$ cat config.mk
export PLATFORM = sky130hd
export DESIGN_NAME = lsm_addr_seq
export DESIGN_NICKNAME = d
export VERILOG_FILES = /design/src/rtl/lsm_pkg.sv /design/src/rtl/lsm_popcount.sv /design/src/rtl/lsm_first_set.sv /design/src/rtl/lsm_addr_plan.sv /design/src/rtl/lsm_addr_seq.sv
export SDC_FILE = /design/constraint.sdc
export NUM_CORES = 1
export LEC_CHECK = 0
export ABC_CLOCK_PERIOD_IN_PS = 5500
export BUFFER_PORTS_ARGS = -buffer_cell sky130_fd_sc_hd__buf_2
export CORE_MARGIN = 4
export CORE_UTILIZATION = 35
export CTS_BUF_LIST = sky130_fd_sc_hd__clkbuf_4 sky130_fd_sc_hd__clkbuf_8
export DETAILED_ROUTE_END_ITERATION = 8
export PLACE_DENSITY = 0.55
export SYNTH_ARGS = -nofsm -noshare
export SYNTH_HDL_FRONTEND = slang
export SYNTH_SLANG_ARGS = --single-unit
$ cat constraint.sdc
create_clock -name clk -period 5.5 [get_ports clk]
set_input_delay 0.55 -clock clk [delete_from_list [all_inputs] [get_ports clk]]
set_output_delay 0.55 -clock clk [all_outputs]
set_load 0.02 [all_outputs]
$ cat src/rtl/lsm_pkg.sv
package lsm_pkg;

   typedef enum logic [1:0] {
      MODE_FULL_DESC  = 2'b00,
      MODE_FULL_ASC   = 2'b01,
      MODE_EMPTY_DESC = 2'b10,
      MODE_EMPTY_ASC  = 2'b11
   } stack_mode_e;

   // Transfer moves toward higher addresses in memory order.
   function automatic logic xfer_upward(input stack_mode_e mode, input logic is_load);
      return mode[0] ^ is_load;
   endfunction

   // Address steps one word before the first access.
   function automatic logic xfer_step_first(input stack_mode_e mode, input logic is_load);
      return (~mode[1]) ^ is_load;
   endfunction

endpackage

$ cat src/rtl/lsm_popcount.sv
module lsm_popcount #(
   parameter int W  = 16,
   parameter int CW = $clog2(W + 1)
) (
   input  logic [W-1:0]  bits_in,
   output logic [CW-1:0] count_out
);

   if (W < 1) begin : g_bad_width
      $error("lsm_popcount: W must be positive");
   end
   if ((1 << CW) <= W) begin : g_bad_cw
      $error("lsm_popcount: CW too narrow for W");
   end

   logic [CW-1:0] partial [W+1];

   assign partial[0] = '0;

   for (genvar g = 0; g < W; g++) begin : g_sum
      assign partial[g+1] = partial[g] + CW'(bits_in[g]);
   end

   assign count_out = partial[W];

endmodule

$ cat src/rtl/lsm_first_set.sv
module lsm_first_set #(
   parameter int W  = 16,
   parameter int IW = (W > 1) ? $clog2(W) : 1
) (
   input  logic [W-1:0]  bits_in,
   output logic          found,
   output logic [W-1:0]  onehot,
   output logic [IW-1:0] index
);

   if (W < 2) begin : g_bad_width
      $error("lsm_first_set: W must be at least 2");
   end

   // Isolate the lowest set bit.
   assign onehot = bits_in & (~bits_in + W'(1));
   assign found  = |bits_in;

   for (genvar b = 0; b < IW; b++) begin : g_enc
      logic [W-1:0] sel;
      for (genvar i = 0; i < W; i++) begin : g_bit
         if (((i >> b) & 1) == 1) begin : g_on
            assign sel[i] = onehot[i];
         end else begin : g_off
            assign sel[i] = 1'b0;
         end
      end
      assign index[b] = |sel;
   end

endmodule

$ cat src/rtl/lsm_addr_plan.sv
module lsm_addr_plan
   import lsm_pkg::*;
#(
   parameter int AW         = 32,
   parameter int CW         = 5,
   parameter int WORD_BYTES = 4
) (
   input  logic [AW-1:0] base,
   input  logic [CW-1:0] count,
   input  stack_mode_e   mode,
   input  logic          is_load,
   output logic [AW-1:0] first_addr,
   output logic [AW-1:0] final_base
);

   localparam int WSH = $clog2(WORD_BYTES);

   if ((1 << WSH) != WORD_BYTES) begin : g_bad_word
      $error("lsm_addr_plan: WORD_BYTES must be a power of two");
   end
   if (AW <= CW + WSH) begin : g_bad_aw
      $error("lsm_addr_plan: AW too narrow for the transfer span");
   end

   logic [AW-1:0] word;
   logic [AW-1:0] span;
   logic          upward;
   logic          step_first;

   assign word       = AW'(WORD_BYTES);
   assign span       = AW'(count) << WSH;
   assign upward     = xfer_upward(mode, is_load);
   assign step_first = xfer_step_first(mode, is_load);

   always_comb begin
      unique case ({upward, step_first})
         2'b11:   first_addr = base + word;
         2'b10:   first_addr = base;
         2'b01:   first_addr = base - span;
         default: first_addr = base - span + word;
      endcase
      final_base = upward ? (base + span) : (base - span);
   end

endmodule

$ cat src/rtl/lsm_addr_seq.sv
module lsm_addr_seq
   import lsm_pkg::*;
#(
   parameter int NREG       = 16,
   parameter int AW         = 32,
   parameter int DW         = 32,
   parameter int WORD_BYTES = 4,
   parameter int PC_IDX     = NREG - 1,
   parameter int IW         = $clog2(NREG)
) (
   input  logic          clk,
   input  logic          rst_n,
   input  logic          start_valid,
   input  logic [AW-1:0] start_base,
   input  logic [NREG-1:0] start_mask,
   input  logic          start_load,
   input  logic [1:0]    start_mode,
   input  logic          start_wback,
   output logic          busy,
   output logic          mem_req,
   input  logic          mem_ready,
   output logic          mem_write,
   output logic [AW-1:0] mem_addr,
   output logic [IW-1:0] mem_reg_idx,
   input  logic [DW-1:0] mem_rdata,
   output logic          done,
   output logic          wb_valid,
   output logic [AW-1:0] wb_base,
   output logic          branch_valid,
   output logic [DW-1:0] branch_target
);

   localparam int CW = $clog2(NREG + 1);

   if (NREG < 2 || NREG > 64) begin : g_bad_nreg
      $error("lsm_addr_seq: NREG out of range");
   end
   if (PC_IDX < 0 || PC_IDX >= NREG) begin : g_bad_pc
      $error("lsm_addr_seq: PC_IDX outside the register list");
   end
   if ((1 << IW) < NREG) begin : g_bad_iw
      $error("lsm_addr_seq: IW too narrow for NREG");
   end

   // ---------------- start-time planning ----------------
   logic [CW-1:0]   start_count;
   logic [AW-1:0]   plan_first;
   logic [AW-1:0]   plan_final;
   stack_mode_e     mode_in;

   assign mode_in = stack_mode_e'(start_mode);

   lsm_popcount #(.W(NREG), .CW(CW)) u_count (
      .bits_in   (start_mask),
      .count_out (start_count)
   );

   lsm_addr_plan #(.AW(AW), .CW(CW), .WORD_BYTES(WORD_BYTES)) u_plan (
      .base       (start_base),
      .count      (start_count),
      .mode       (mode_in),
      .is_load    (start_load),
      .first_addr (plan_first),
      .final_base (plan_final)
   );

   // ---------------- sequencing state ----------------
   logic            busy_q;
   logic [NREG-1:0] rem_q;
   logic [AW-1:0]   addr_q;
   logic            load_q;
   logic            wb_pend_q;
   logic [AW-1:0]   wb_base_q;
   logic            done_q;
   logic            wb_valid_q;
   logic            br_valid_q;
   logic [DW-1:0]   br_target_q;
   logic [CW-1:0]   beats_q;
   logic [CW-1:0]   expect_q;

   logic            pick_found;
   logic [NREG-1:0] pick_onehot;
   logic [IW-1:0]   pick_idx;

   lsm_first_set #(.W(NREG), .IW(IW)) u_pick (
      .bits_in (rem_q),
      .found   (pick_found),
      .onehot  (pick_onehot),
      .index   (pick_idx)
   );

   logic            start_fire;
   logic            accept;
   logic [NREG-1:0] rem_next;
   logic            last_beat;

   assign start_fire = start_valid & ~busy_q;
   assign accept     = mem_req & mem_ready;
   assign rem_next   = rem_q & ~pick_onehot;
   assign last_beat  = accept & ~(|rem_next);

   always_ff @(posedge clk or negedge rst_n) begin
      if (!rst_n) begin
         busy_q      <= 1'b0;
         rem_q       <= '0;
         addr_q      <= '0;
         load_q      <= 1'b1;
         wb_pend_q   <= 1'b0;
         wb_base_q   <= '0;
         done_q      <= 1'b0;
         wb_valid_q  <= 1'b0;
         br_valid_q  <= 1'b0;
         br_target_q <= '0;
         beats_q     <= '0;
         expect_q    <= '0;
      end else begin
         done_q     <= 1'b0;
         wb_valid_q <= 1'b0;
         br_valid_q <= 1'b0;
         if (start_fire) begin
            beats_q  <= '0;
            expect_q <= start_count;
            if (start_count == '0) begin
               done_q <= 1'b1;
            end else begin
               busy_q    <= 1'b1;
               rem_q     <= start_mask;
               addr_q    <= plan_first;
               load_q    <= start_load;
               wb_pend_q <= start_wback;
               wb_base_q <= plan_final;
            end
         end else if (accept) begin
            rem_q   <= rem_next;
            addr_q  <= addr_q + AW'(WORD_BYTES);
            beats_q <= beats_q + CW'(1);
            if (load_q && (pick_idx == IW'(PC_IDX))) begin
               br_target_q <= mem_rdata;
            end
            if (last_beat) begin
               busy_q     <= 1'b0;
               done_q     <= 1'b1;
               wb_valid_q <= wb_pend_q;
               br_valid_q <= load_q & (pick_idx == IW'(PC_IDX));
            end
         end
      end
   end

   assign busy          = busy_q;
   assign mem_req       = busy_q & pick_found;
   assign mem_write     = ~load_q;
   assign mem_addr      = addr_q;
   assign mem_reg_idx   = pick_idx;
   assign done          = done_q;
   assign wb_valid      = wb_valid_q;
   assign wb_base       = wb_base_q;
   assign branch_valid  = br_valid_q;
   assign branch_target = br_target_q;

   // ---------------- assertions ----------------
   assert_idle_after_reset_R1: assert property (@(posedge clk)
      $rose(rst_n) |-> !busy && !done && !wb_valid && !branch_valid);

   assert_index_rises_R2: assert property (@(posedge clk) disable iff (!rst_n)
      accept |=> !mem_req || (mem_reg_idx > $past(mem_reg_idx)));

   assert_beat_count_R2: assert property (@(posedge clk) disable iff (!rst_n)
      done |-> beats_q == expect_q);

   assert_addr_step_R3: assert property (@(posedge clk) disable iff (!rst_n)
      accept |=> !mem_req || (mem_addr == $past(mem_addr) + AW'(WORD_BYTES)));

   assert_hold_on_stall_R6: assert property (@(posedge clk) disable iff (!rst_n)
      (mem_req && !mem_ready) |=> mem_req && $stable(mem_addr)
                                  && $stable(mem_reg_idx) && $stable(mem_write));

   assert_done_quiet_R7: assert property (@(posedge clk) disable iff (!rst_n)
      done |-> !mem_req && !busy);

   assert_wb_with_done_R5: assert property (@(posedge clk) disable iff (!rst_n)
      wb_valid |-> done);

   assert_branch_on_pc_load_R9: assert property (@(posedge clk) disable iff (!rst_n)
      branch_valid |-> done && ($past(mem_reg_idx) == IW'(PC_IDX)) && !$past(mem_write));

   assert_busy_ignores_start_R10: assert property (@(posedge clk) disable iff (!rst_n)
      (busy && start_valid && !accept) |=> $stable(mem_addr) && $stable(mem_reg_idx));

endmodule

Yosys cells after proc, flatten, opt, wreduce, memory -nomap -nowiden:

Cells that the tools add are included.

* register bits after elaboration: 118
* bits of input ports: 88

* equality and inequality tests: 5
* bitwise operators: 17
* reduce and logical (&&, ||, !) cells: 14
* $add $sub $neg: 21
* mux-type cells: 22

Operator list (count)
* two-way mux 32 bit: 4
* adder 32 x 3 -> 32 bit, second input constant: 3
* case mux 32 bit (3 select lines): 1
* adder 5 x 1 -> 5 bit: 14
* two-way mux 16 bit: 3
* adder 32 x 7 -> 32 bit: 1
* bitwise AND 16 bit: 2
* inverter 16 bit: 2
* OR reduction 16 bit: 2
* OR reduction 8 bit: 4
* subtractor 32 x 7 -> 32 bit: 1
* adder 16 x 1 -> 16 bit, second input constant: 1
* two-way mux 1 bit: 14
* inverter 1 bit: 6
* AND reduction 3 bit: 2
* bitwise AND 1 bit: 5
* logical NOT 5 bit: 1
* == test 2 bit, second input constant: 2
* == test 4 bit, second input constant: 1
* AND reduction 2 bit: 2
* nonzero test 2 bit: 2
* adder 1 x 1 -> 2 bit: 1
* == test 2 x 1 -> 1 bit, second input constant: 1
* != test 2 bit, second input constant: 1
* other kinds (2): 3

Depth between registers and ports, before layout:

* depth in word-level cells: 20
* gate-level depth with buffers: 25
* gate-level depth less buffers: 23

Cells and area by module:

A second synthesis with hierarchy kept.

* cell total of the unflattened synthesis: 1250
* area total of the unflattened synthesis: 9949.5 sq um

Modules (own cells, without submodules)
* lsm_addr_seq: cells an instance 537, instances 1, area each 5412.7 sq um, sequential area each 2954.1 sq um
* lsm_addr_plan: cells an instance 618, instances 1, area each 3808.7 sq um, sequential area each 0.0 sq um
* lsm_popcount: cells an instance 47, instances 1, area each 407.9 sq um, sequential area each 0.0 sq um
* lsm_first_set: cells an instance 48, instances 1, area each 320.3 sq um, sequential area each 0.0 sq um

Least setup slack after synthesis:

No wires, ideal clock.

* path kind: input to register
* start point: input port start_mask[2]
* end point: register addr_q[28], in the netlist mem_addr[28]
* slack: -1.270 ns
* required time: 5.371 ns
* setup time: 0.129 ns
* arrival time: 6.642 ns
* stages: 19
* cells stage by stage: inv_1 > fa_1 > fa_1 > fa_1 > fa_1 > fa_1 > fa_1 > nor2b_1 > o21a_1 > inv_1 > ha_1 > or2_0 > dlymetal6s2s_1 > or4_2 > a222oi_1 > nand4_2 > or3_4 > nor4_1 > nor3b_1

* word-level cells in the longest chain between the ends: 19

RTL lines
* start: declaration: line lsm_addr_seq.sv:15 `input logic [NREG-1:0] start_mask,`
* adder 5 x 1 -> 5 bit (*) (14 in a row): line lsm_popcount.sv:21 `assign partial[g+1] = partial[g] + CW'(bits_in[g]);`
* subtractor 32 x 7 -> 32 bit: line lsm_addr_plan.sv:39, lsm_addr_plan.sv:40
* adder 32 x 3 -> 32 bit: line lsm_addr_plan.sv:40 `default: first_addr = base - span + word;`
* case mux 32 bit (3 select lines): line lsm_addr_plan.sv:36 `unique case ({upward, step_first})`
* two-way mux 32 bit: line lsm_addr_seq.sv:123 `if (start_count == '0) begin`
* two-way mux 32 bit: line lsm_addr_seq.sv:120 `if (start_fire) begin`
* end signal: assignment: line lsm_addr_seq.sv:128 `addr_q <= plan_first;`
* end signal: assignment: line lsm_addr_seq.sv:135 `addr_q <= addr_q + AW'(WORD_BYTES);`
* end: declaration: line lsm_addr_seq.sv:70 `logic [AW-1:0] addr_q;`

Every way passes the cells marked *; elsewhere a longest branch is shown, timed or not. The select of a mux whose other input is x is not followed.
A chain may end at the register's enable or synchronous reset.

Worst setup path in the final report:

* start point: input port start_mask[11]
* end point: register addr_q[25], in the netlist mem_addr[25]

* word-level cells in the longest chain between the ends: 10

RTL lines (line)
* adder 5 x 1 -> 5 bit (*) (5 in a row): lsm_popcount.sv:21
* subtractor 32 x 7 -> 32 bit: lsm_addr_plan.sv:39, lsm_addr_plan.sv:40
* adder 32 x 3 -> 32 bit: lsm_addr_plan.sv:40
* case mux 32 bit (3 select lines): lsm_addr_plan.sv:36
* two-way mux 32 bit: lsm_addr_seq.sv:123
* two-way mux 32 bit: lsm_addr_seq.sv:120

Marks and branches as above.

==> metrics.yaml <==
sta:
  whs_ns: 0.189
  setup_slack_ns: -0.511
  period_share_pct: 109
  fin_skew_ns: 0.0222
  setup_violations: 32
  worst_pin_slew_ns: 0.961
  fin_crit_ns: 6.01
  grt_setup_unrepaired: "yes"
  hold_viol_final: 0
  relSlewSlack_pct: 35.6
  maxSlewViolCount: 0
  fin_tns_setup_ns: -10.55
  max_freq_ghz: 0.166
die:
  dieArea_mm2: 0.0307
  die_w_um: 175
  core_area_mm2: 0.0273
  ioPinCount: 194
  initial_core_util_pct: 35.9
  fp-row-count: 60
  chipHeight_um: 175
setup_path:
  critPathMaxFanout: 6
  critical_path_required_ns: 5.85
  end_kind: "flop"
  reg2reg_to: "mem_addr[23]"
  reg2reg_from: "rem_q[2]"
  worstSetupStartpointType: "input port"
  r2r_slack_ns: 1.82
  reg2regPathDepth: 10
  critPathArrivalTime_ns: 6.36
  worstSetupPathType: "in -> reg"
synthesis:
  synth_top_area_share_pct: 29.9
  synth.area.top_cells: "dfrtp_1, o21ai_0, nand2_1, a21oi_1, mux2_2"
  ys.flop_type: "dfrtp_1"
  ys_top_cells_by_count: "nand2_1, dfrtp_1, o21ai_0, a21oi_1, nor2_1"
  async_flop_share_pct: 100
  synth-seq-cells: 118
  ys_seq_area_share_pct: 30.2
  syn-cell-area_mm2: 0.00978
  synth_edf_count: 0
  syn_area_per_cell_um2: 7.93
  synth_nets: 1354
  yosysTopAreaCell: "dfrtp_1"
  yosysWarnings: 0
  ys_types: 90
  yosysMostFrequentCell: "nand2_1"
  synth_cells: 1233
status:
  violations: "setup timing"
  status: "finished, violations left"
clock_network:
  clk_pin_slew_ns: 0.09
  clock-sinks: 118
  clk_path_buf_depth: 2
  clk_latency_ns: 0.47
  cts_root_buf: "clkbuf_8"
  cts_tree: "yes"
  cts_max_level: 4
  postCtsHoldBufs: 0
  cts_buffers: 17
pwr:
  sequentialPowerShare_pct: 23.4
  p_leak_nw: 5.99
  power_frac_clock_pct: 11.7
  switching_share_pct: 48.2
  p_int_mw: 3.48
  powerDensity_mw_per_mm2: 501
  share_comb_of_total_power_pct: 64.9
  power.total_mw: 6.73
  ir_drop_mv: 0.203
  p_switching_mw: 3.24
drt:
  drt_drc_violations_left: 0
  drt_wl_total_um: 37800
  postRouteAntennaNets: 0
  wl_per_cell_um: 19.6
  via_per_inst: 5.60
  drtPass1Iterations: 6
  dr_total_vias: 10781
  drt_iter0_markers: 817
global_routing:
  grt_pass1_wl_um: 58700
  grt_remaining_overflow: 0
  antenna_found_initial: 1
  first_global_vias: 10502
  grt_max_degree: 74
  grt.total_usage_pct: 23.9
placed_design:
  place_congestion: 0.945
  dp_slack_ns: -1.40
  portBuffers: 193
  place_area_mm2: 0.0122
  hpwlAfterDp_um: 28600
  place_inst: 1876
finish:
  stdcell_area_mm2: 0.0134
  fillerInstances: 2708
  utilization_pct: 49.2
  stdcell_count: 1925
  drive_above_1_share_pct: 37.8
  areaGrowthSynthToFinish_pct: 37.2
  fin_nets: 1660
worst_hold_path:
  worstHoldPathType: "in -> async"
run:
  cap_violations: 0
## power by group through the flow
stage | registers [mW] | clock network, mW | logic [mW]
6_report | 1.57 | 0.789 | 4.36
5_1_grt | 1.63 | 0.850 | 4.74
4_1_cts | 1.57 | 0.815 | 4.05
3_5_place_dp | 1.58 | 0 | 3.88
3_3_place_gp | 1.57 | 0 | 3.86
2_1_floorplan | 1.87 | 0 | 2.06
## cell families (layout without fill, tap and decap cells)
| family | count (synthesis) | in the layout | share of synthesized area, % |
|---|---|---|---|
| AND/OR/NAND/NOR | 473 | 473 | 25.0 |
| AO/OA/AOI/OAI | 354 | 354 | 22.6 |
| buffers and inverters | 147 | 466 | 6.39 |
| flip-flops | 118 | 118 | 30.2 |
| XOR/XNOR | 62 | 62 | 5.55 |
| multiplexers | 44 | 44 | 4.94 |
| adder cells (fa/ha/maj) | 35 | 35 | 5.35 |
| other | 0 | 1 | 0 |
## sequential cells by signal (all words and copies together), names as in the netlist
signal,count
wb_pend_q,1
busy,1
branch_valid,1
wb_base,32
mem_addr,32
load_q,1
rem_q,16
wb_valid,1
done,1
branch_target,32
## metal layers
metal	global-route usage (%)	up-vias	routed length (um)
li1	-	5105	-
met1	34.4	5144	17500
met2	36.2	459	16500
met3	4.26	73	2750
met4	7.82	0	1060
met5	0	-	0
## area by class of cell
cell class | instances | area [um^2] | area share [%]
multi-input combinational | 968 | 6980 | 52.0
sequential | 118 | 2950 | 22.0
timing repair buffer | 380 | 2440 | 18.2
tap | 372 | 465 | 3.47
clock buffer | 20 | 263 | 1.96
inverter | 54 | 205 | 1.53
clock inverter | 12 | 105 | 0.783
antenna | 1 | 2.50 | 0.0187
## how the worst max path moves through the flow
stage	start	slack (ns)	cells past startpoint	to
after CTS	start_mask[11]	-0.45	20	mem_addr[28]
after global placement	start_mask[7]	-1.34	20	mem_addr[20]
after floorplan	start_mask[7]	-1.03	20	mem_addr[28]
after detailed placement	start_mask[7]	-1.40	21	mem_addr[28]
final	start_mask[11]	-0.51	21	mem_addr[25]
after global routing	start_mask[11]	-0.61	20	mem_addr[28]
## layout by cell type, fill, tap and decap left out, types with 23 or more instances in the layout
cell	instances
buf_2	191
buf_4	173
nand2_1	129
dfrtp_1	117
o21ai_0	84
a21oi_1	83
nor2_1	78
inv_1	49
nand3_1	41
mux2_2	33
nor3_1	32
xor2_1	30
nand4_1	29
nor4_1	23
o21ai_1	23
## worst max-delay path, stage by stage
cell and delay (ns):
buf_6 0.10, fa_1 0.57, inv_2 0.06, fa_1 0.49, fa_2 0.56, fa_1 0.43
fa_2 0.39, fa_2 0.58, inv_4 0.06, fa_2 0.34, or2_4 0.28, a211oi_4 0.34
buf_4 0.18, o31ai_2 0.06, a222oi_1 0.31, buf_4 0.19, buf_4 0.13, and3_4 0.23
and3_4 0.22, nand3_1 0.07, a31o_2 0.23
## repair_timing
action,CTS,global route
setup endpoints to repair,48,50
buffers inserted,8,8
cloned,1,0
pin swaps,42,40
gates resized for setup,73,78
No activity file was read; power rests on OpenSTA's default activity.
